==> src/rtl/xmap_pkg.sv <==
package xmap_pkg;
  localparam int DATA_W  = 8;
  localparam int PAGE_W  = 8;
  localparam int BLK_W   = 4;
  localparam int FIELD_W = 2;
  localparam int REG_AW  = 4;
  localparam int NUM_PTR = 2;

  localparam logic [REG_AW-1:0] OFS_CFG      = 4'd0;
  localparam logic [REG_AW-1:0] OFS_RAMCTL   = 4'd1;
  localparam logic [REG_AW-1:0] OFS_PTR_BASE = 4'd2;
  localparam logic [REG_AW-1:0] OFS_VIDX     = 4'd6;

  typedef struct packed {
    logic               cfgWe;
    logic               ctlWe;
    logic               vidWe;
    logic [NUM_PTR-1:0] loWe;
    logic [NUM_PTR-1:0] hiWe;
  } regStrobe_t;

  typedef enum logic [2:0] {
    RD_CFG, RD_CTL, RD_LO0, RD_HI0, RD_LO1, RD_HI1, RD_VIDX, RD_NONE
  } rdSel_t;
endpackage

==> src/rtl/xmap_ctrl.sv <==
module xmap_ctrl
  import xmap_pkg::*;
(
  input  logic              wrEn,
  input  logic [REG_AW-1:0] addr,
  output regStrobe_t        stb,
  output rdSel_t            rdSel
);
  logic [NUM_PTR-1:0] loHit;
  logic [NUM_PTR-1:0] hiHit;

  for (genvar i = 0; i < NUM_PTR; i++) begin : gPtrDec
    localparam logic [REG_AW-1:0] LO_OFS = OFS_PTR_BASE + REG_AW'(2 * i);
    localparam logic [REG_AW-1:0] HI_OFS = LO_OFS + REG_AW'(1);
    assign loHit[i] = (addr == LO_OFS);
    assign hiHit[i] = (addr == HI_OFS);
  end

  always_comb begin
    stb.cfgWe = wrEn && (addr == OFS_CFG);
    stb.ctlWe = wrEn && (addr == OFS_RAMCTL);
    stb.vidWe = wrEn && (addr == OFS_VIDX);
    stb.loWe  = loHit & {NUM_PTR{wrEn}};
    stb.hiWe  = hiHit & {NUM_PTR{wrEn}};
  end

  always_comb begin
    if (addr == OFS_CFG)         rdSel = RD_CFG;
    else if (addr == OFS_RAMCTL) rdSel = RD_CTL;
    else if (loHit[0])           rdSel = RD_LO0;
    else if (hiHit[0])           rdSel = RD_HI0;
    else if (loHit[1])           rdSel = RD_LO1;
    else if (hiHit[1])           rdSel = RD_HI1;
    else if (addr == OFS_VIDX)   rdSel = RD_VIDX;
    else                         rdSel = RD_NONE;
  end
endmodule

==> src/rtl/xmap_regs.sv <==
module xmap_regs
  import xmap_pkg::*;
(
  input  logic                                clk,
  input  logic                                rstN,
  input  regStrobe_t                          stb,
  input  rdSel_t                              rdSel,
  input  logic [DATA_W-1:0]                   wrData,
  output logic [DATA_W-1:0]                   rdData,
  output logic [FIELD_W-1:0]                  cfgBank,
  output logic [FIELD_W-1:0]                  superBank,
  output logic [FIELD_W-1:0]                  commonSize,
  output logic [FIELD_W-1:0]                  commonPlace,
  output logic [BLK_W-1:0]                    vidBlock,
  output logic [NUM_PTR-1:0][PAGE_W-1:0]      relPage,
  output logic [NUM_PTR-1:0][BLK_W-1:0]       relBlk
);
  logic [DATA_W-1:0] cfgQ, ctlQ, vidxQ;
  logic [NUM_PTR-1:0][DATA_W-1:0] stageW, hiW;

  always_ff @(posedge clk or negedge rstN) begin
    if (!rstN) begin
      cfgQ  <= '0;
      ctlQ  <= '0;
      vidxQ <= '0;
    end else begin
      if (stb.cfgWe) cfgQ  <= wrData;
      if (stb.ctlWe) ctlQ  <= wrData;
      if (stb.vidWe) vidxQ <= wrData;
    end
  end

  for (genvar i = 0; i < NUM_PTR; i++) begin : gPtr
    logic [DATA_W-1:0] stageQ, hiQ;
    logic [PAGE_W-1:0] pageQ;
    always_ff @(posedge clk or negedge rstN) begin
      if (!rstN) begin
        stageQ <= '0;
        hiQ    <= '0;
        pageQ  <= '0;
      end else begin
        if (stb.loWe[i]) stageQ <= wrData;
        if (stb.hiWe[i]) begin
          hiQ   <= wrData;
          pageQ <= stageQ;
        end
      end
    end
    assign stageW[i]  = stageQ;
    assign hiW[i]     = hiQ;
    assign relPage[i] = pageQ;
    assign relBlk[i]  = hiQ[BLK_W-1:0];
  end

  assign cfgBank     = cfgQ[7:6];
  assign superBank   = ctlQ[5:4];
  assign commonPlace = ctlQ[3:2];
  assign commonSize  = ctlQ[1:0];
  assign vidBlock    = {vidxQ[1:0], ctlQ[7:6]};

  always_comb begin
    unique case (rdSel)
      RD_CFG:  rdData = cfgQ;
      RD_CTL:  rdData = ctlQ;
      RD_LO0:  rdData = stageW[0];
      RD_HI0:  rdData = hiW[0];
      RD_LO1:  rdData = stageW[1];
      RD_HI1:  rdData = hiW[1];
      RD_VIDX: rdData = vidxQ;
      default: rdData = '0;
    endcase
  end
endmodule

==> src/rtl/xmap_xlate.sv <==
module xmap_xlate
  import xmap_pkg::*;
(
  input  logic [PAGE_W-1:0]              cpuHigh,
  input  logic [FIELD_W-1:0]             cfgBank,
  input  logic [FIELD_W-1:0]             superBank,
  input  logic [FIELD_W-1:0]             commonSize,
  input  logic [FIELD_W-1:0]             commonPlace,
  input  logic [NUM_PTR-1:0][PAGE_W-1:0] relPage,
  input  logic [NUM_PTR-1:0][BLK_W-1:0]  relBlk,
  output logic [BLK_W-1:0]               physBlock,
  output logic [PAGE_W-1:0]              physHigh
);
  localparam int SPAN_W = PAGE_W + 1;
  localparam logic [SPAN_W-1:0] PAGE_SPAN = SPAN_W'(1) << PAGE_W;

  logic [BLK_W-1:0]   normBlk;
  logic [SPAN_W-1:0]  winPages;
  logic [SPAN_W-1:0]  pageExt;
  logic               inCommon;
  logic [NUM_PTR-1:0] ptrLive, fwdHit, revHit;

  assign normBlk = {superBank, cfgBank};
  assign pageExt = {1'b0, cpuHigh};

  always_comb begin
    unique case (commonSize)
      2'd0:    winPages = SPAN_W'(4);
      2'd1:    winPages = SPAN_W'(16);
      2'd2:    winPages = SPAN_W'(32);
      default: winPages = SPAN_W'(64);
    endcase
    inCommon = (commonPlace[0] && (pageExt < winPages)) ||
               (commonPlace[1] && (pageExt >= (PAGE_SPAN - winPages)));
  end

  for (genvar i = 0; i < NUM_PTR; i++) begin : gMatch
    assign ptrLive[i] = (relPage[i] != '0) || (relBlk[i] != '0);
    assign fwdHit[i]  = ptrLive[i] && (cpuHigh == PAGE_W'(i));
    assign revHit[i]  = ptrLive[i] && (cpuHigh == relPage[i]) && (normBlk == relBlk[i]);
  end

  always_comb begin
    physBlock = normBlk;
    physHigh  = cpuHigh;
    if (inCommon) physBlock = '0;
    for (int i = NUM_PTR - 1; i >= 0; i--) begin
      if (revHit[i]) begin
        physBlock = '0;
        physHigh  = PAGE_W'(i);
      end
    end
    for (int i = NUM_PTR - 1; i >= 0; i--) begin
      if (fwdHit[i]) begin
        physBlock = relBlk[i];
        physHigh  = relPage[i];
      end
    end
  end
endmodule

==> src/rtl/xmap_top.sv <==
module xmap_top
  import xmap_pkg::*;
(
  input  logic              clk,
  input  logic              rstN,
  input  logic              regWrEn,
  input  logic [REG_AW-1:0] regAddr,
  input  logic [DATA_W-1:0] regWrData,
  output logic [DATA_W-1:0] regRdData,
  input  logic [PAGE_W-1:0] cpuHigh,
  output logic [BLK_W-1:0]  physBlock,
  output logic [PAGE_W-1:0] physHigh,
  output logic [BLK_W-1:0]  vidBlock
);
  regStrobe_t stb;
  rdSel_t     rdSel;
  logic [FIELD_W-1:0] cfgBank, superBank, commonSize, commonPlace;
  logic [NUM_PTR-1:0][PAGE_W-1:0] relPage;
  logic [NUM_PTR-1:0][BLK_W-1:0]  relBlk;

  xmap_ctrl u_ctrl (
    .wrEn (regWrEn),
    .addr (regAddr),
    .stb  (stb),
    .rdSel(rdSel)
  );

  xmap_regs u_regs (
    .clk        (clk),
    .rstN       (rstN),
    .stb        (stb),
    .rdSel      (rdSel),
    .wrData     (regWrData),
    .rdData     (regRdData),
    .cfgBank    (cfgBank),
    .superBank  (superBank),
    .commonSize (commonSize),
    .commonPlace(commonPlace),
    .vidBlock   (vidBlock),
    .relPage    (relPage),
    .relBlk     (relBlk)
  );

  xmap_xlate u_xlate (
    .cpuHigh    (cpuHigh),
    .cfgBank    (cfgBank),
    .superBank  (superBank),
    .commonSize (commonSize),
    .commonPlace(commonPlace),
    .relPage    (relPage),
    .relBlk     (relBlk),
    .physBlock  (physBlock),
    .physHigh   (physHigh)
  );
endmodule

==> config.mk <==
export PLATFORM = sky130hd
export DESIGN_NAME = xmap_top
export DESIGN_NICKNAME = d
export VERILOG_FILES = /design/src/rtl/xmap_pkg.sv /design/src/rtl/xmap_ctrl.sv /design/src/rtl/xmap_regs.sv /design/src/rtl/xmap_xlate.sv /design/src/rtl/xmap_top.sv
export SDC_FILE = /design/constraint.sdc
export NUM_CORES = 1
export LEC_CHECK = 0
export ABC_AREA = 0
export BUFFER_PORTS_ARGS = -buffer_cell sky130_fd_sc_hd__buf_2
export CAP_MARGIN = 0
export CORE_UTILIZATION = 55
export DETAILED_ROUTE_END_ITERATION = 10
export GPL_TIMING_DRIVEN = 1
export PLACE_DENSITY_LB_ADDON = 0.15
export SKIP_CTS_REPAIR_TIMING = 1
export SLEW_MARGIN = 40
export SYNTH_ARGS = -nofsm -noshare
export SYNTH_HDL_FRONTEND = slang
export SYNTH_SLANG_ARGS = --single-unit
==> constraint.sdc <==
create_clock -name clk -period 3.4 [get_ports clk]
set_input_delay 0.68 -clock clk [delete_from_list [all_inputs] [get_ports clk]]
set_output_delay 0.68 -clock clk [all_outputs]
set_load 0.01 [all_outputs]
Word level (Yosys, flattened, before mapping)
Cells that the tools add are included.
Widths: inputs -> output; s select.
{"block": "totals", "in_bits": 23, "reg_bits": 72}
{"block": "classes", "reduce_logical": 22, "n_eq_ne": 19, "add_sub_neg": 1, "order_cmp": 2, "muxes": 18, "bitwise": 2}
{"operator": "$pmux 8 s7", "count": 1}
{"operator": "$mux 8", "count": 4}
{"operator": "$pmux 7 s3", "count": 1}
{"operator": "$mux 4", "count": 5}
{"operator": "$mux 3", "count": 6}
{"operator": "$eq 8x8->1", "count": 2}
{"operator": "$reduce_bool 8->1", "count": 2}
{"operator": "$eq 4x3->1 const B", "count": 3}
{"operator": "$logic_and 1x1->1", "count": 11}
{"operator": "$eq 3x3->1 const B", "count": 3}
{"operator": "$ge 8x9->1", "count": 1}
{"operator": "$sub 9x7->9 const A", "count": 1}
{"operator": "$eq 4x2->1 const B", "count": 2}
{"operator": "$eq 4x4->1", "count": 2}
{"operator": "$eq 8x1->1 const B", "count": 1}
{"operator": "$logic_not 8->1", "count": 1}
{"operator": "$lt 8x7->1", "count": 1}
{"operator": "$reduce_bool 4->1", "count": 2}
{"operator": "$eq 3x2->1 const B", "count": 2}
{"operator": "$and 2x2->2", "count": 2}
{"operator": "$eq 4x1->1 const B", "count": 1}
{"operator": "$logic_not 4->1", "count": 1}
{"operator": "$eq 3x1->1 const B", "count": 1}
{"operator": "$logic_not 3->1", "count": 1}
{"operator": "5 further kinds", "count": 7}

Longest topological paths before layout
Gate-level depths: netlist of run 1.
{"block": "logic_depth", "depth_word": 11, "mapped_depth": 9, "mapped_depth_nobuf": 9}

Cells and area by module
From an unflattened synthesis of run 1, not the netlist that was laid out.
{"block": "unflattened", "hier_cells": 374, "area_unflattened_um2": 4281.6}
{"module": "xmap_regs", "seq_area_each_um2": 1801.7, "cells_per_inst": 237, "instances": 1, "area_each_um2": 3296.9}
{"module": "xmap_xlate", "seq_area_each_um2": 0.0, "cells_per_inst": 122, "instances": 1, "area_each_um2": 899.6}
{"module": "xmap_ctrl", "seq_area_each_um2": 0.0, "cells_per_inst": 15, "instances": 1, "area_each_um2": 85.1}

Worst setup path before layout of run 1
OpenSTA, ideal clock, no wires.
{"block": "synth_path", "kind": "input-to-output", "from": "input cpuHigh[6]", "to": "output physHigh[1]", "n_path_buf": 2, "required_ps": 2720, "path_slack_ps": 714, "t_arrival_ps": 2006, "path_stages": 8, "cell_sequence": "buf_6 > xor2_1 > nor4_2 > nand4_1 > nor2b_1 > buf_6 > a222oi_1 > inv_1"}
{"block": "synth_between", "elab_chain_len": 7}
{"element": "start, declared", "line": "xmap_top.sv:10", "text": "input logic [PAGE_W-1:0] cpuHigh,"}
{"element": "$eq 8x8->1", "line": "xmap_xlate.sv:40", "text": "assign revHit[i] = ptrLive[i] && (cpuHigh == relPage[i]) && (normBlk == relBlk[i]);"}
{"element": "$logic_and 1x1->1 (2 in series)", "line": "xmap_xlate.sv:40"}
{"element": "$mux 8 (2 in series)", "line": "xmap_xlate.sv:48", "text": "if (revHit[i]) begin"}
{"element": "$mux 8", "line": "xmap_xlate.sv:54", "text": "if (fwdHit[i]) begin"}
{"element": "$mux 8 *", "line": "xmap_xlate.sv:54"}
{"element": "end, declared", "line": "xmap_top.sv:12", "text": "output logic [PAGE_W-1:0] physHigh,"}
Mark *: on every way between the ends. The rest lies on a longest branch, timed or not.

Worst setup path after layout of run 1
{"block": "layout_path", "from": "register u_regs.gPtr[0].hiQ[0]", "to": "output physBlock[2]"}
{"block": "layout_between", "elab_chain_len": 7}
{"element": "start, declared", "line": "xmap_regs.sv:34", "text": "logic [DATA_W-1:0] stageQ, hiQ;"}
{"element": "start signal, assigned", "line": "xmap_regs.sv:44", "text": "hiQ <= wrData;"}
{"element": "$reduce_bool 4->1", "line": "xmap_xlate.sv:38", "text": "assign ptrLive[i] = (relPage[i] != '0) || (relBlk[i] != '0);"}
{"element": "$logic_or 1x1->1", "line": "xmap_xlate.sv:38"}
{"element": "$logic_and 1x1->1 (2 in series)", "line": "xmap_xlate.sv:40"}
{"element": "$mux 4", "line": "xmap_xlate.sv:48"}
{"element": "$mux 4", "line": "xmap_xlate.sv:54"}
{"element": "$mux 4 *", "line": "xmap_xlate.sv:54"}
{"element": "end, declared", "line": "xmap_top.sv:11", "text": "output logic [BLK_W-1:0] physBlock,"}
Marked as above.

==> flow_metrics.env, run 1 <==
export IMPL_status="finished clean"
export IMPL_p_seq_share_pct=47.7
export IMPL_clkPwrFrac_pct=28.9
export IMPL_fp_dieW_um=88.8
export IMPL_htree_num_levels=3
export IMPL_yosysTopAreaCellShare_pct=43.5
export IMPL_drc=0
export IMPL_max_slew_margin_pct=58.8
export IMPL_fill_cells=589
export IMPL_arrival_ns=2.57
export IMPL_synth_compound_area_share_pct=10.8
export IMPL_synth_most_common_cell="dfrtp_1"
export IMPL_finish_utilization_pct=64.7
export IMPL_insertion_delay_ns=0.35
export IMPL_num_vias=3120
export IMPL_syn_instance_count=341
export IMPL_switching_share_pct=31.2
export IMPL_synth_top_family_by_area="multiplexers"
export IMPL_setup_slack_ns=0.154
export IMPL_power_frac_comb_pct=23.4
export IMPL_drive_gt1_share_pct=33.9
export IMPL_wl_um=10300
export IMPL_yosysUniqueCellTypes=53
export IMPL_yosys_warnings=0
export IMPL_synthMuxAreaShare_pct=22.2
export IMPL_cp_max_fo=8
export IMPL_fin_crit_ns=3.25
export IMPL_crit_type="reg -> out"
export IMPL_drt_wirelength_per_cell_um=21.0
export IMPL_gp_congestion=0.980
export IMPL_cts_tree="done"
export IMPL_placed_area_mm2=0.00444
export IMPL_setup_tns_ns=0
export IMPL_ir_drop_mv=0.456
export IMPL_ios=47
export IMPL_clock_root_buffer="clkbuf_8"
export IMPL_dp_hpwl_um=7490
export IMPL_ys_flop_type="dfrtp_1"
export IMPL_period_share_pct=95.5
export IMPL_worst_r2r_setup_slack_ns=2.43
export IMPL_via_per_inst=6.35
export IMPL_p_per_area_mw_per_mm2=584
export IMPL_dieArea_mm2=0.00788
export IMPL_reg2reg_from="u_regs.ctlQ[1]$_DFFE_PN0P_"
export IMPL_cp_cell_sequence="nor4_1 -> nand3_1 -> nand4_1 -> nor2b_2 -> nor4b_4 -> a31o_1 -> buf_2"
export IMPL_async_reset_ff_share_pct=100
export IMPL_dr_pass1_iters=6
export IMPL_intPower_mw=1.88
export IMPL_areaGrowthSynthToFinish_pct=13.2
export IMPL_synthAdderAreaFrac_pct=2.42
export IMPL_synth_seq_cells=72
export IMPL_cp_slowest_cell="dfrtp_1"
export IMPL_antenna_found_initial=0
export IMPL_syn_avg_cell_area_um2=12.1
export IMPL_grt_pass1_wl_um=16300
export IMPL_finalNetCount=418
export IMPL_syn_area_mm2=0.00414
export IMPL_rsz0062_at_grt="no"
export IMPL_cp_start_kind="register"
export IMPL_initial_core_util_pct=57.1
export IMPL_critPathRequiredTime_ns=2.72
export IMPL_post_place_ws_ns=0.236
export IMPL_grt_pass1_vias=2988
export IMPL_drt_iter0_drc=219
export IMPL_reg2reg_depth=2
export IMPL_num_antenna_cells=0
export IMPL_port_buffer_count=46
export IMPL_rows=31
export IMPL_rr_endpoint="u_regs.ctlQ[1]$_DFFE_PN0P_"
export IMPL_grt_overflow=0
export IMPL_p_leak_nw=2.11
export IMPL_yosysSeqAreaShare_pct=43.5
export IMPL_synth_xor_area_share_pct=5.08
export IMPL_synth_edf_count=0
export IMPL_fin_skew_ns=0.00455
export IMPL_yosys_area_share_simple_pct=11.5
export IMPL_slew_viol_final=0
export IMPL_clk_pin_slew_worst_paths_ns=0.07
export IMPL_cts_buffers=9
export IMPL_max_freq_ghz=0.308
export IMPL_fp_coreArea_mm2=0.00725
export IMPL_final_area_mm2=0.00469
export IMPL_tightest_slew_ns=0.617
export IMPL_grt_max_degree=40
export IMPL_crit_path_end_kind="primary output"
export IMPL_finalHoldViolCount=0
export IMPL_synthesis_nets=372
export IMPL_cts_buffer_depth=2
export IMPL_power_switching_mw=0.853
export IMPL_synth_common_cells="72 x dfrtp_1, 42 x mux2_2, 34 x mux2_1"
export IMPL_grt_total_usage_pct=28.6
export IMPL_maxCapViolCount=0
export IMPL_cpPeakStageDelay_ns=0.45
export IMPL_synth_area_leaders="dfrtp_1 44%, mux2_2 11%, mux2_1 9.2%"
export IMPL_cts_sinks=72
export IMPL_ant_nets=0
export IMPL_setup_viol=0
export IMPL_yosysTopAreaCell="dfrtp_1"
export IMPL_die_h_um=88.8
export IMPL_min_path_type="in -> async"
-- flip-flops by register name, summed over array words and instances (netlist names) --
name,cells
u_regs.gPtr.hiQ,16
u_regs.gPtr.pageQ,16
u_regs.gPtr.stageQ,16
u_regs.cfgQ,8
u_regs.ctlQ,8
u_regs.vidxQ,8
-- worst max path at each step --
stage                     slack [ns]      endpoint  cells past startpoint                         startpoint
final                           0.15  physBlock[2]                      7  u_regs.gPtr[0].hiQ[0]$_DFFE_PN0P_
after global routing            0.01  physBlock[2]                     11         u_regs.ctlQ[0]$_DFFE_PN0P_
after CTS                      -0.04  physBlock[2]                      9         u_regs.ctlQ[0]$_DFFE_PN0P_
after detailed placement        0.24  physBlock[2]                      9                         cpuHigh[4]
after global placement          0.29  physBlock[0]                      9                         cpuHigh[4]
after floorplan                 0.71   physHigh[1]                      8                         cpuHigh[6]
-- per-stage QoR --
stage	power, mW	hold WS (ns)	std cells
after floorplan	1.70	0.384	341
after global placement	1.92	0.462	475
after detailed placement	1.95	0.475	475
after CTS	2.74	0.419	491
after global routing	2.87	0.305	491
final	2.74	0.273	491
-- worst max-delay path: cells and delay by family (launching register included) --
kind / cells / cell delay [ns]
simple gates: 5 / 1.44
flops: 1 / 0.45
compound gates: 1 / 0.20
buf+inv: 1 / 0.13
-- cells in the final DEF (no fill, tap or decap), drive strengths merged, types with 4 or more instances in the layout --
master,instances
ha,8
a31o,4
inv,13
a222oi,10
mux2i,4
o21ai,8
nand2,7
xor2,12
nor4,12
a22o,9
mux2,76
a21oi,5
clkbuf,12
nand4,5
buf,55
dfrtp,72
a22oi,8
xnor2,12
nor4b,4
nor2,13
-- layer usage --
layer	vias to the layer above	wire, um	global-route usage (%)
met5	-	0	0
met4	0	209	10.3
met2	165	4770	44.0
met3	22	733	5.41
li1	1385	-	-
met1	1548	4620	40.6
-- area by class of cell --
| class | instances | area (um2) | share of cell area (%) |
|---|---|---|---|
| well taps | 99 | 124 | 2.64 |
| repair buffers | 55 | 313 | 6.67 |
| clock inverters | 4 | 75.1 | 1.60 |
| clock buffers | 12 | 165 | 3.52 |
| flip-flops and latches | 72 | 1800 | 38.4 |
| inverters | 13 | 48.8 | 1.04 |
| multi-input cells | 236 | 2160 | 46.1 |
-- cells by family (layout without fill, tap and decap cells) --
group | count (synthesis) | after routing
xor gates and xnor gates | 24 | 24
and+or+nand+nor | 64 | 64
AOI/OAI and AO/OA | 58 | 58
other | 1 | 1
buffers and inverters | 33 | 84
DFF | 72 | 72
muxes | 81 | 81
adders and majority gates | 8 | 8
-- power by group through the flow --
stage | Combinational, mW | Clock (mW) | Sequential (mW)
6_report | 0.640 | 0.791 | 1.31
5_1_grt | 0.711 | 0.826 | 1.33
4_1_cts | 0.640 | 0.802 | 1.30
3_5_place_dp | 0.635 | 0 | 1.31
3_3_place_gp | 0.617 | 0 | 1.31
2_1_floorplan | 0.477 | 0 | 1.22
Note: power is estimated with default switching activity, not from simulation.
==> inputs of run 2 (changes only) <==
--- a/config.mk
+++ b/config.mk
@@ -11,6 +11,7 @@
 export CORE_UTILIZATION = 55
 export DETAILED_ROUTE_END_ITERATION = 10
 export GPL_TIMING_DRIVEN = 1
+export MAX_ROUTING_LAYER = met4
 export PLACE_DENSITY_LB_ADDON = 0.15
 export SKIP_CTS_REPAIR_TIMING = 1
 export SLEW_MARGIN = 40
==> flow_metrics.env, run 2 (synthesis gave the netlist of run 1 again) <==
export IMPL_status="finished clean"
export IMPL_rows=31
export IMPL_arrival_ns=2.55
export IMPL_fin_crit_ns=3.23
export IMPL_drt_iter0_drc=273
export IMPL_num_vias=3101
export IMPL_power_switching_mw=0.855
export IMPL_drt_wirelength_per_cell_um=21.1
export IMPL_insertion_delay_ns=0.34
export IMPL_fp_dieW_um=88.8
export IMPL_cts_buffer_depth=2
export IMPL_rsz0062_at_grt="no"
export IMPL_setup_viol=0
export IMPL_gp_congestion=0.982
export IMPL_cts_buffers=9
export IMPL_die_h_um=88.8
export IMPL_drc=0
export IMPL_p_per_area_mw_per_mm2=576
export IMPL_finalHoldViolCount=0
export IMPL_ir_drop_mv=0.356
export IMPL_use_met2_pct=46.0
export IMPL_htree_num_levels=3
export IMPL_grt_overflow=0
export IMPL_max_slew_margin_pct=58.1
export IMPL_crit_buf_inv=1
export IMPL_critPathRequiredTime_ns=2.72
export IMPL_antenna_found_initial=0
export IMPL_mostFrequentLayoutCell="dfrtp_1"
export IMPL_via_per_inst=6.30
export IMPL_dr_pass1_iters=6
export IMPL_period_share_pct=95.1
export IMPL_p_leak_nw=2.11
export IMPL_dieArea_mm2=0.00788
export IMPL_wl_um=10400
export IMPL_post_place_ws_ns=0.294
export IMPL_grt_pass1_wl_um=16400
export IMPL_ant_nets=0
export IMPL_grt_max_degree=34
export IMPL_clk_pin_slew_worst_paths_ns=0.07
export IMPL_tightest_slew_ns=0.626
export IMPL_cp_max_fo=8
export IMPL_final_area_mm2=0.00468
export IMPL_areaGrowthSynthToFinish_pct=13.1
export IMPL_min_path_type="in -> async"
export IMPL_power_frac_comb_pct=23.8
export IMPL_dp_hpwl_um=7570
export IMPL_p_seq_share_pct=48.4
export IMPL_clkPwrFrac_pct=27.7
export IMPL_port_buffer_count=46
export IMPL_setup_tns_ns=0
export IMPL_finalNetCount=419
export IMPL_fin_skew_ns=0.00512
export IMPL_fill_cells=577
export IMPL_cts_sinks=72
export IMPL_intPower_mw=1.84
export IMPL_grt_total_usage_pct=29.3
export IMPL_cp_start_kind="register"
export IMPL_setup_slack_ns=0.167
export IMPL_layout_common_cells="71 x dfrtp_1, 46 x buf_2, 42 x mux2_2, 34 x mux2_1, 13 x nor2_1"
export IMPL_fin_cells=492
export IMPL_finish_utilization_pct=64.6
export IMPL_crit_path_end_kind="primary output"
export IMPL_critical_path_top_delay_family="simple AND/OR/NAND/NOR gates"
export IMPL_placed_area_mm2=0.00443
export IMPL_maxCapViolCount=0
export IMPL_cpPeakStageDelay_ns=0.45
export IMPL_cp_slowest_cell="dfrtp_1"
export IMPL_grt_pass1_vias=3067
export IMPL_switching_share_pct=31.7
export IMPL_drive_gt1_share_pct=34.1
export IMPL_cp_cell_sequence="nor4_1 -> nand3_1 -> nand4_1 -> nor2b_2 -> nor4b_4 -> a31o_1 -> buf_2"
export IMPL_placed_cells=475
export IMPL_cts_tree="done"
export IMPL_crit_type="reg -> out"
export IMPL_globalRouteMet3Util_pct=4.20
export IMPL_reg_top3="u_regs.gPtr.hiQ x16, u_regs.gPtr.pageQ x16, u_regs.gPtr.stageQ x16"
export IMPL_slew_viol_final=0
export IMPL_fp_coreArea_mm2=0.00725
export IMPL_top_usage_layer="met2"
export IMPL_max_freq_ghz=0.309
export IMPL_num_antenna_cells=0
export IMPL_clock_root_buffer="clkbuf_8"
export IMPL_met1_usage_pct=39.5
export IMPL_initial_core_util_pct=57.1
export IMPL_ios=47
-- run 2: path summary, 6_finish.rpt --
check,start,end,slack (ns),cells after the start
setup reg to reg,u_regs.ctlQ[1]$_DFFE_PN0P_,u_regs.ctlQ[1]$_DFFE_PN0P_,2.44,2
setup / recovery,u_regs.gPtr[0].hiQ[0]$_DFFE_PN0P_,physBlock[0],0.17,7
max in group asynchronous,rstN,u_regs.vidxQ[2]$_DFFE_PN0P_,2.46,3
min in group clk,u_regs.gPtr[0].hiQ[5]$_DFFE_PN0P_,u_regs.gPtr[0].hiQ[5]$_DFFE_PN0P_,0.49,1
hold / removal,rstN,u_regs.ctlQ[3]$_DFFE_PN0P_,0.21,1
hold reg to reg,u_regs.gPtr[0].hiQ[5]$_DFFE_PN0P_,u_regs.gPtr[0].hiQ[5]$_DFFE_PN0P_,0.49,1
-- run 2: layer usage --
metal	up-vias	share of wire, %	wire, um
li1	1380	-	-
met5	-	0	0
met4	0	1.7	177
met2	145	47	4910
met1	1555	45	4650
met3	21	6.3	652
-- run 2: layout make-up --
| cell class | instances | area [um2] | share of cell area, % |
|---|---|---|---|
| tap | 99 | 124 | 2.64 |
| sequential | 72 | 1800 | 38.5 |
| multi-input combinational | 236 | 2160 | 46.2 |
| inverter | 13 | 48.8 | 1.04 |
| timing repair buffer | 56 | 325 | 6.94 |
| clock buffer | 11 | 141 | 3.02 |
| clock inverter | 5 | 80.1 | 1.71 |
-- run 2: power by group through the flow --
stage               Sequential, mW  Clock (mW)  Combinational [mW]
global route                  1.33       0.795               0.711
global placement              1.31           0               0.616
CTS                           1.30       0.757               0.639
finish                        1.31       0.749               0.644
floorplan                     1.22           0               0.477
detailed placement            1.31           0               0.633
-- run 2: through the flow --
| stage | power [mW] | hold slack (ns) |
|---|---|---|
| 2_1_floorplan | 1.70 | 0.384 |
| 3_3_place_gp | 1.93 | 0.463 |
| 3_5_place_dp | 1.95 | 0.475 |
| 4_1_cts | 2.69 | 0.411 |
| 5_1_grt | 2.83 | 0.217 |
| 6_report | 2.70 | 0.215 |
